## config.mk

```make
export PLATFORM = sky130hd
export DESIGN_NAME = mrm_route_matcher
export DESIGN_NICKNAME = d
export VERILOG_FILES = /design/src/rtl/mrm_pkg.sv /design/src/rtl/mrm_entry_store.sv /design/src/rtl/mrm_ternary_match.sv /design/src/rtl/mrm_prio_enc.sv /design/src/rtl/mrm_route_matcher.sv
export SDC_FILE = /design/constraint.sdc
export NUM_CORES = 2
export LEC_CHECK = 0
export ABC_AREA = 0
export ABC_CLOCK_PERIOD_IN_PS = 3800
export BUFFER_PORTS_ARGS = -buffer_cell sky130_fd_sc_hd__buf_4
export CORE_UTILIZATION = 45
export DETAILED_ROUTE_END_ITERATION = 10
export PLACE_DENSITY = 0.63
export SETUP_SLACK_MARGIN = 0.4
export SYNTH_ARGS = -nofsm -noshare
export SYNTH_HDL_FRONTEND = slang
export SYNTH_HIERARCHICAL = 1
export SYNTH_SLANG_ARGS = --single-unit
```

## constraint.sdc

```tcl
create_clock -name clk -period 3.8 [get_ports clk]
set_input_delay 0.76 -clock clk [delete_from_list [all_inputs] [get_ports clk]]
set_output_delay 0.76 -clock clk [all_outputs]
set_load 0.02 [all_outputs]
```

## src/rtl/mrm_pkg.sv

```systemverilog
// Package: shared encodings for the multicast route matcher.
// Assumes a 2-bit configuration target select.
package mrm_pkg;
    typedef enum logic [1:0] {
        CFG_KEY   = 2'd0,
        CFG_MASK  = 2'd1,
        CFG_ROUTE = 2'd2,
        CFG_TEST  = 2'd3
    } cfg_sel_e;
endpackage

```

## src/rtl/mrm_entry_store.sv

```systemverilog
// Module: mrm_entry_store
// Holds the ternary key and mask words of every table entry. A write is
// captured into a pending register in its first cycle and committed in
// the second; busy marks the commit cycle. A new write arriving during a
// commit is captured while the older one commits.
// Assumes: reset leaves every entry disabled (mask 0, key all-ones).
module mrm_entry_store #(
    parameter int KEY_W = 32,
    parameter int N_ENT = 16,
    parameter int IDX_W = 4
) (
    input  logic                          clk,
    input  logic                          rst_n,
    input  logic                          wr_en,
    input  logic                          wr_is_mask,
    input  logic [IDX_W-1:0]              wr_idx,
    input  logic [KEY_W-1:0]              wr_data,
    output logic [N_ENT-1:0][KEY_W-1:0]   key_tab,
    output logic [N_ENT-1:0][KEY_W-1:0]   mask_tab,
    output logic                          busy
);
    logic             pend_valid;
    logic             pend_is_mask;
    logic [IDX_W-1:0] pend_idx;
    logic [KEY_W-1:0] pend_data;

    // Capture stage of the two-cycle write.
    always_ff @(posedge clk) begin
        if (!rst_n) begin
            pend_valid   <= 1'b0;
            pend_is_mask <= 1'b0;
            pend_idx     <= '0;
            pend_data    <= '0;
        end else begin
            pend_valid <= wr_en;
            if (wr_en) begin
                pend_is_mask <= wr_is_mask;
                pend_idx     <= wr_idx;
                pend_data    <= wr_data;
            end
        end
    end

    // Commit stage: one storage row per entry.
    for (genvar e = 0; e < N_ENT; e++) begin : g_row
        always_ff @(posedge clk) begin
            if (!rst_n) begin
                key_tab[e]  <= '1;
                mask_tab[e] <= '0;
            end else if (pend_valid && pend_idx == IDX_W'(e)) begin
                if (pend_is_mask) mask_tab[e] <= pend_data;
                else              key_tab[e]  <= pend_data;
            end
        end
    end

    assign busy = pend_valid;
endmodule

```

## src/rtl/mrm_ternary_match.sv

```systemverilog
// Module: mrm_ternary_match
// Compares one key against every entry in parallel. Per bit, a set mask
// bit compares with the stored key bit; a clear mask bit matches always
// when the stored key bit is 0 and never when it is 1.
// Assumes: purely combinational; caller registers around it.
module mrm_ternary_match #(
    parameter int KEY_W = 32,
    parameter int N_ENT = 16
) (
    input  logic [KEY_W-1:0]              key,
    input  logic [N_ENT-1:0][KEY_W-1:0]   key_tab,
    input  logic [N_ENT-1:0][KEY_W-1:0]   mask_tab,
    output logic [N_ENT-1:0]              hits
);
    for (genvar e = 0; e < N_ENT; e++) begin : g_ent
        logic [KEY_W-1:0] bit_ok;
        // Per-bit match terms followed by the AND across the word.
        always_comb begin
            bit_ok  = (mask_tab[e] & ~(key_tab[e] ^ key)) | (~mask_tab[e] & ~key_tab[e]);
            hits[e] = &bit_ok;
        end
    end
endmodule

```

## src/rtl/mrm_prio_enc.sv

```systemverilog
// Module: mrm_prio_enc
// Finds the lowest-indexed set bit of a hit vector (index 0 wins).
// Assumes: idx is 0 when no bit is set.
module mrm_prio_enc #(
    parameter int N_ENT = 16,
    parameter int IDX_W = 4
) (
    input  logic [N_ENT-1:0] hits,
    output logic             any,
    output logic [IDX_W-1:0] idx
);
    // Scan from the lowest priority upward so the highest priority wins last.
    always_comb begin
        any = |hits;
        idx = '0;
        for (int e = N_ENT - 1; e >= 0; e--) begin
            if (hits[e]) idx = IDX_W'(e);
        end
    end
endmodule

```

## src/rtl/mrm_route_matcher.sv

```systemverilog
// Module: mrm_route_matcher (top)
// Two-stage multicast lookup: stage 1 registers the request, stage 2
// registers the entry hit vector, and the output selects the winning
// route word or the arrival-link default. Key and mask writes stall
// request acceptance for two cycles; a test key is matched continuously.
// Assumes: links 0..N_LINKS-1 are off-chip, higher codes are internal.
module mrm_route_matcher
    import mrm_pkg::*;
#(
    parameter int KEY_W   = 32,
    parameter int N_ENT   = 16,
    parameter int ROUTE_W = 24,
    parameter int N_LINKS = 6,
    parameter int LINK_W  = 3,
    localparam int IDX_W  = $clog2(N_ENT)
) (
    input  logic               clk,
    input  logic               rst_n,
    input  logic               req_valid,
    output logic               req_ready,
    input  logic [KEY_W-1:0]   req_key,
    input  logic [LINK_W-1:0]  req_link,
    output logic               rsp_valid,
    output logic [ROUTE_W-1:0] rsp_route,
    output logic               rsp_hit,
    output logic               rsp_drop,
    input  logic               cfg_we,
    input  logic [1:0]         cfg_sel,
    input  logic [IDX_W-1:0]   cfg_idx,
    input  logic [KEY_W-1:0]   cfg_data,
    output logic               test_hit,
    output logic [IDX_W-1:0]   test_idx
);
    localparam int OPP_W = LINK_W + 1;

    logic                            tab_we;
    logic                            store_busy;
    logic [N_ENT-1:0][KEY_W-1:0]     key_tab;
    logic [N_ENT-1:0][KEY_W-1:0]     mask_tab;
    logic [N_ENT-1:0][ROUTE_W-1:0]   route_tab;
    logic [KEY_W-1:0]                test_key;
    logic                            accept;

    logic                s1_valid;
    logic [KEY_W-1:0]    s1_key;
    logic [LINK_W-1:0]   s1_link;
    logic [N_ENT-1:0]    s1_hits;

    logic                s2_valid;
    logic [N_ENT-1:0]    s2_hits;
    logic [LINK_W-1:0]   s2_link;
    logic                s2_any;
    logic [IDX_W-1:0]    s2_idx;

    logic [N_ENT-1:0]    test_hits;
    logic [OPP_W-1:0]    opp_link;
    logic [ROUTE_W-1:0]  dflt_route;
    logic                from_internal;

    // Table write decode and request-side stall.
    always_comb begin
        tab_we    = cfg_we && (cfg_sel == CFG_KEY || cfg_sel == CFG_MASK);
        req_ready = !tab_we && !store_busy;
        accept    = req_valid && req_ready;
    end

    mrm_entry_store #(.KEY_W(KEY_W), .N_ENT(N_ENT), .IDX_W(IDX_W)) u_store (
        .clk        (clk),
        .rst_n      (rst_n),
        .wr_en      (tab_we),
        .wr_is_mask (cfg_sel == CFG_MASK),
        .wr_idx     (cfg_idx),
        .wr_data    (cfg_data),
        .key_tab    (key_tab),
        .mask_tab   (mask_tab),
        .busy       (store_busy)
    );

    // Route words: single-cycle write, one row per entry.
    for (genvar e = 0; e < N_ENT; e++) begin : g_route
        always_ff @(posedge clk) begin
            if (!rst_n) route_tab[e] <= '0;
            else if (cfg_we && cfg_sel == CFG_ROUTE && cfg_idx == IDX_W'(e))
                route_tab[e] <= cfg_data[ROUTE_W-1:0];
        end
    end

    // Test key register.
    always_ff @(posedge clk) begin
        if (!rst_n) test_key <= '0;
        else if (cfg_we && cfg_sel == CFG_TEST) test_key <= cfg_data;
    end

    // Stage 1: capture accepted request.
    always_ff @(posedge clk) begin
        if (!rst_n) begin
            s1_valid <= 1'b0;
            s1_key   <= '0;
            s1_link  <= '0;
        end else begin
            s1_valid <= accept;
            if (accept) begin
                s1_key  <= req_key;
                s1_link <= req_link;
            end
        end
    end

    mrm_ternary_match #(.KEY_W(KEY_W), .N_ENT(N_ENT)) u_lookup_match (
        .key      (s1_key),
        .key_tab  (key_tab),
        .mask_tab (mask_tab),
        .hits     (s1_hits)
    );

    // Stage 2: capture hit vector and arrival link.
    always_ff @(posedge clk) begin
        if (!rst_n) begin
            s2_valid <= 1'b0;
            s2_hits  <= '0;
            s2_link  <= '0;
        end else begin
            s2_valid <= s1_valid;
            if (s1_valid) begin
                s2_hits <= s1_hits;
                s2_link <= s1_link;
            end
        end
    end

    mrm_prio_enc #(.N_ENT(N_ENT), .IDX_W(IDX_W)) u_lookup_prio (
        .hits (s2_hits),
        .any  (s2_any),
        .idx  (s2_idx)
    );

    // Default route: the link opposite the arrival link, or none if internal.
    always_comb begin
        from_internal = s2_link >= LINK_W'(N_LINKS);
        opp_link      = {1'b0, s2_link} + OPP_W'(N_LINKS / 2);
        if (opp_link >= OPP_W'(N_LINKS)) opp_link = opp_link - OPP_W'(N_LINKS);
        dflt_route    = from_internal ? '0 : (ROUTE_W'(1) << opp_link);
    end

    // Response outputs.
    always_comb begin
        rsp_valid = s2_valid;
        rsp_hit   = s2_valid && s2_any;
        rsp_drop  = s2_valid && !s2_any && from_internal;
        if (!s2_valid)   rsp_route = '0;
        else if (s2_any) rsp_route = route_tab[s2_idx];
        else             rsp_route = dflt_route;
    end

    mrm_ternary_match #(.KEY_W(KEY_W), .N_ENT(N_ENT)) u_test_match (
        .key      (test_key),
        .key_tab  (key_tab),
        .mask_tab (mask_tab),
        .hits     (test_hits)
    );

    mrm_prio_enc #(.N_ENT(N_ENT), .IDX_W(IDX_W)) u_test_prio (
        .hits (test_hits),
        .any  (test_hit),
        .idx  (test_idx)
    );
endmodule

```

==> flow_summary.ini <==
[run_status]
outcome = complete, but fails checks
violations = negative setup slack

[global_route]
grt_use_total = 0.3115
grt_pass1_wl_um = 428000
grt_pass1_vias = 66910
grt_max_degree = 196
antenna_found_initial = 7
grt_overflow = 0

[power_and_ir_drop]
powerDensity_nw_per_um2 = 388.2
vdd_drop_max_mv = 0.4343
p_leak_uw = 0.04227

[logic_synthesis]
syn_avg_cell_area_um2 = 8.831
synth_seq_cells = 1534
synth-async-reset-ratio = 0
ys_seq_area_frac = 0.3804
synth_ff_type = dfxtp_1
ys_warn_count = 6
syn-instance-count = 9142
synth_edf_count = 0
netlist_area_um2 = 80730
synth_cell_types = 64
syn_nets = 9223

[cells_and_area]
drive_above_1_share = 0.1240
syn_to_final_growth_pct = 13.99
final_cell_mix = dfxtp_1 (1499), nand2_1 (1461), mux2i_1 (1087)
final_common_cell = dfxtp_1
fillers = 16110
nNetsFinal = 9140

[sta]
setup_viol = 29
relSlewSlack = 0.1763
fmax_ghz = 0.2282
fin_crit_sh = 1.153
setup_slack_ns = -0.5814
rsz0062_at_grt = true
setup_tns_ns = -14.36
layout_min_cycle_time_ns = 4.381
hold_violations = 0
maxSlewViolCount = 0
clock_skew_ns = 0.03177
whs_ns = 0.1752
tightest_slew_ns = 1.234

[critical_path]
endpoint_kind = output port
arrival_ns = 3.62
worstReg2RegStart = s1_key[24]
critPathKind = reg2out
r2r_slack_ns = 0.40
rr_worst_depth = 6
required_ns = 3.04
startpoint_type = flop
worstPathMaxFanout = 7
reg2reg_to = s2_hits[1]

[clock_tree]
numCtsBuffers = 170
path_clk_slew_ns = 0.06
insertion_delay_ns = 0.84
hold_buffers = 0
cts_tree = done
h-tree-depth = 4
clockBufferDepth = 3
ctsRootBufferMaster = clkbuf_16
clock_sinks = 1534

[floorplan]
die-area_um2 = 181100
start_util = 0.4530
num_rows = 155
dieWidth_um = 425.6
pin_count = 110
die_h_um = 425.6
core_area_um2 = 178200

[routing]
vias = 71220
drt-initial-drc-count = 7267
post_drt_wl_per_cell_um = 25.46
drcViolationCount = 0
antenna_left = 0
firstDrtPassIters = 6
via_per_inst = 6.163
routed_wl_um = 294200

[min_path]
hold_path_class = in2reg
hold_depth = 3
min_to = s1_key[12]
min_from = req_key[12]

[flow_run]
maxCapViolations = 0

[place]
portBuffers = 109
place_hpwl_um = 188200
place_congestion = 0.9630
-- flip-flops by register name, summed over array words and instances (netlist names), 3 cells and up --
| name | cells |
|---|---|
| u_store/pend_data | 32 |
| s1_link | 3 |
| s2_link | 3 |
| u_store/key_tab | 512 |
| s2_hits | 16 |
| u_store/pend_idx | 4 |
| u_store/mask_tab | 512 |
| s1_key | 32 |
| test_key | 32 |
| route_tab | 384 |
-- final cells by class --
cell class	count	area, um2	area share
multi-input cells	6814	47250	0.5134
flip-flops and latches	1534	30780	0.3345
clock buffers	249	5065	0.05504
repair buffers	522	5065	0.05504
well taps	2355	2947	0.03202
clock inverters	58	835.8	0.009082
inverters	17	67.56	0.0007342
diodes	7	17.52	0.0001903
-- worst max path at each step --
stage / startpoint / endpoint / slack, ns / cells past startpoint
after CTS: s2_hits[14] / rsp_route[10] / -0.58 / 13
after floorplan: s2_link[0] / rsp_route[10] / 0.45 / 9
after global routing: s2_hits[15] / rsp_route[6] / -0.63 / 11
after detailed placement: test_key[24] / test_idx[0] / -0.25 / 8
final: test_key[23] / test_idx[2] / -0.58 / 11
after global placement: test_key[24] / test_idx[0] / -0.26 / 8
-- power breakdown --
group / internal, uW / total, uW / leakage [uW] / switching, uW
clock: 10300 / 17600 / 0.00291 / 7220
combinational: 549 / 1740 / 0.0269 / 1190
sequential: 16200 / 16400 / 0.0124 / 253
-- Yosys cell counts (4+ instances only) --
| cell type | count | area share |
|---|---|---|
| nor3_1 | 4 | 0.00025 |
| a21boi_0 | 597 | 0.056 |
| mux4_1 | 10 | 0.0033 |
| and3_1 | 520 | 0.040 |
| nor4_2 | 34 | 0.0053 |
| nand3_2 | 6 | 0.00074 |
| nor3_2 | 12 | 0.0015 |
| nand2b_1 | 74 | 0.0057 |
| a21boi_1 | 110 | 0.010 |
| a21o_2 | 20 | 0.0022 |
| nor2_1 | 47 | 0.0022 |
| o22ai_1 | 21 | 0.0016 |
| o41ai_1 | 7 | 0.00076 |
| and2_1 | 18 | 0.0014 |
| a211oi_1 | 230 | 0.021 |
| nand2_1 | 1479 | 0.069 |
| buf_1 | 30 | 0.0014 |
| a21o_1 | 236 | 0.022 |
| clkbuf_1 | 470 | 0.022 |
| a21oi_1 | 647 | 0.040 |
| mux2i_1 | 1088 | 0.13 |
| o31ai_1 | 10 | 0.00093 |
| buf_6 | 10 | 0.0014 |
| or3_1 | 7 | 0.00054 |
| ha_1 | 4 | 0.00062 |
| nand3_1 | 272 | 0.017 |
| mux4_2 | 63 | 0.018 |
| buf_2 | 177 | 0.011 |
| a211oi_2 | 36 | 0.0056 |
| inv_1 | 16 | 0.00074 |
| nand4_1 | 129 | 0.010 |
| buf_4 | 62 | 0.0058 |
| and4b_1 | 4 | 0.00050 |
| o21ai_0 | 13 | 0.00081 |
| and3b_1 | 257 | 0.028 |
| nor2b_1 | 551 | 0.043 |
| dfxtp_1 | 1534 | 0.38 |
| clkbuf_2 | 26 | 0.0016 |
| a31oi_1 | 4 | 0.00031 |
| o32ai_1 | 14 | 0.0015 |
| o22a_1 | 256 | 0.028 |
-- cells by family after synthesis --
family,count (synthesis),share of synthesized area
compound gates,2208,0.1915
xor+xnor,2,0.0002170
fa+ha+maj,4,0.0006200
buf+inv,794,0.04422
flops,1534,0.3804
mux,1161,0.1557
simple gates,3439,0.2273
-- worst max-delay path, cell delays in order (launching register included) --
cell,delay (ns)
dfxtp_4,0.40
buf_12,0.17
buf_12,0.15
a21o_1,0.18
a211oi_2,0.22
nand4_1,0.50
nor4_4,0.46
buf_4,0.17
nor4_4,0.04
o21ai_1,0.09
and3_4,0.25
buf_6,0.13
-- routing by layer --
| metal | vias to the layer above | share of wire | track usage |
|---|---|---|---|
| met5 | - | 0.000058 | 0 |
| met4 | 4 | 0.060 | 0.1775 |
| met3 | 765 | 0.091 | 0.06520 |
| met2 | 3109 | 0.44 | 0.4806 |
| met1 | 34830 | 0.41 | 0.4024 |
| li1 | 32510 | - | - |
-- through the flow --
stage,cells,setup slack (ns),total power [uW],util,area (um2)
after CTS,11530,-0.5761,35850,0.5138,91570
after global placement,11190,-0.2572,18420,0.4752,84700
final,11560,-0.5814,35730,0.5163,92030
after global routing,11550,-0.6325,36660,0.5163,92020
after floorplan,9142,0.4457,17650,-,80730
after detailed placement,11190,-0.2454,18450,0.4752,84700
-- what timing repair did --
action,in CTS,in global routing
pin swaps,59,32
setup endpoints to repair,31,31
cloned,5,4
hold endpoints to repair,0,0
buffers inserted,23,16
resized for setup,164,47
Power figures use the tool's default switching activity.
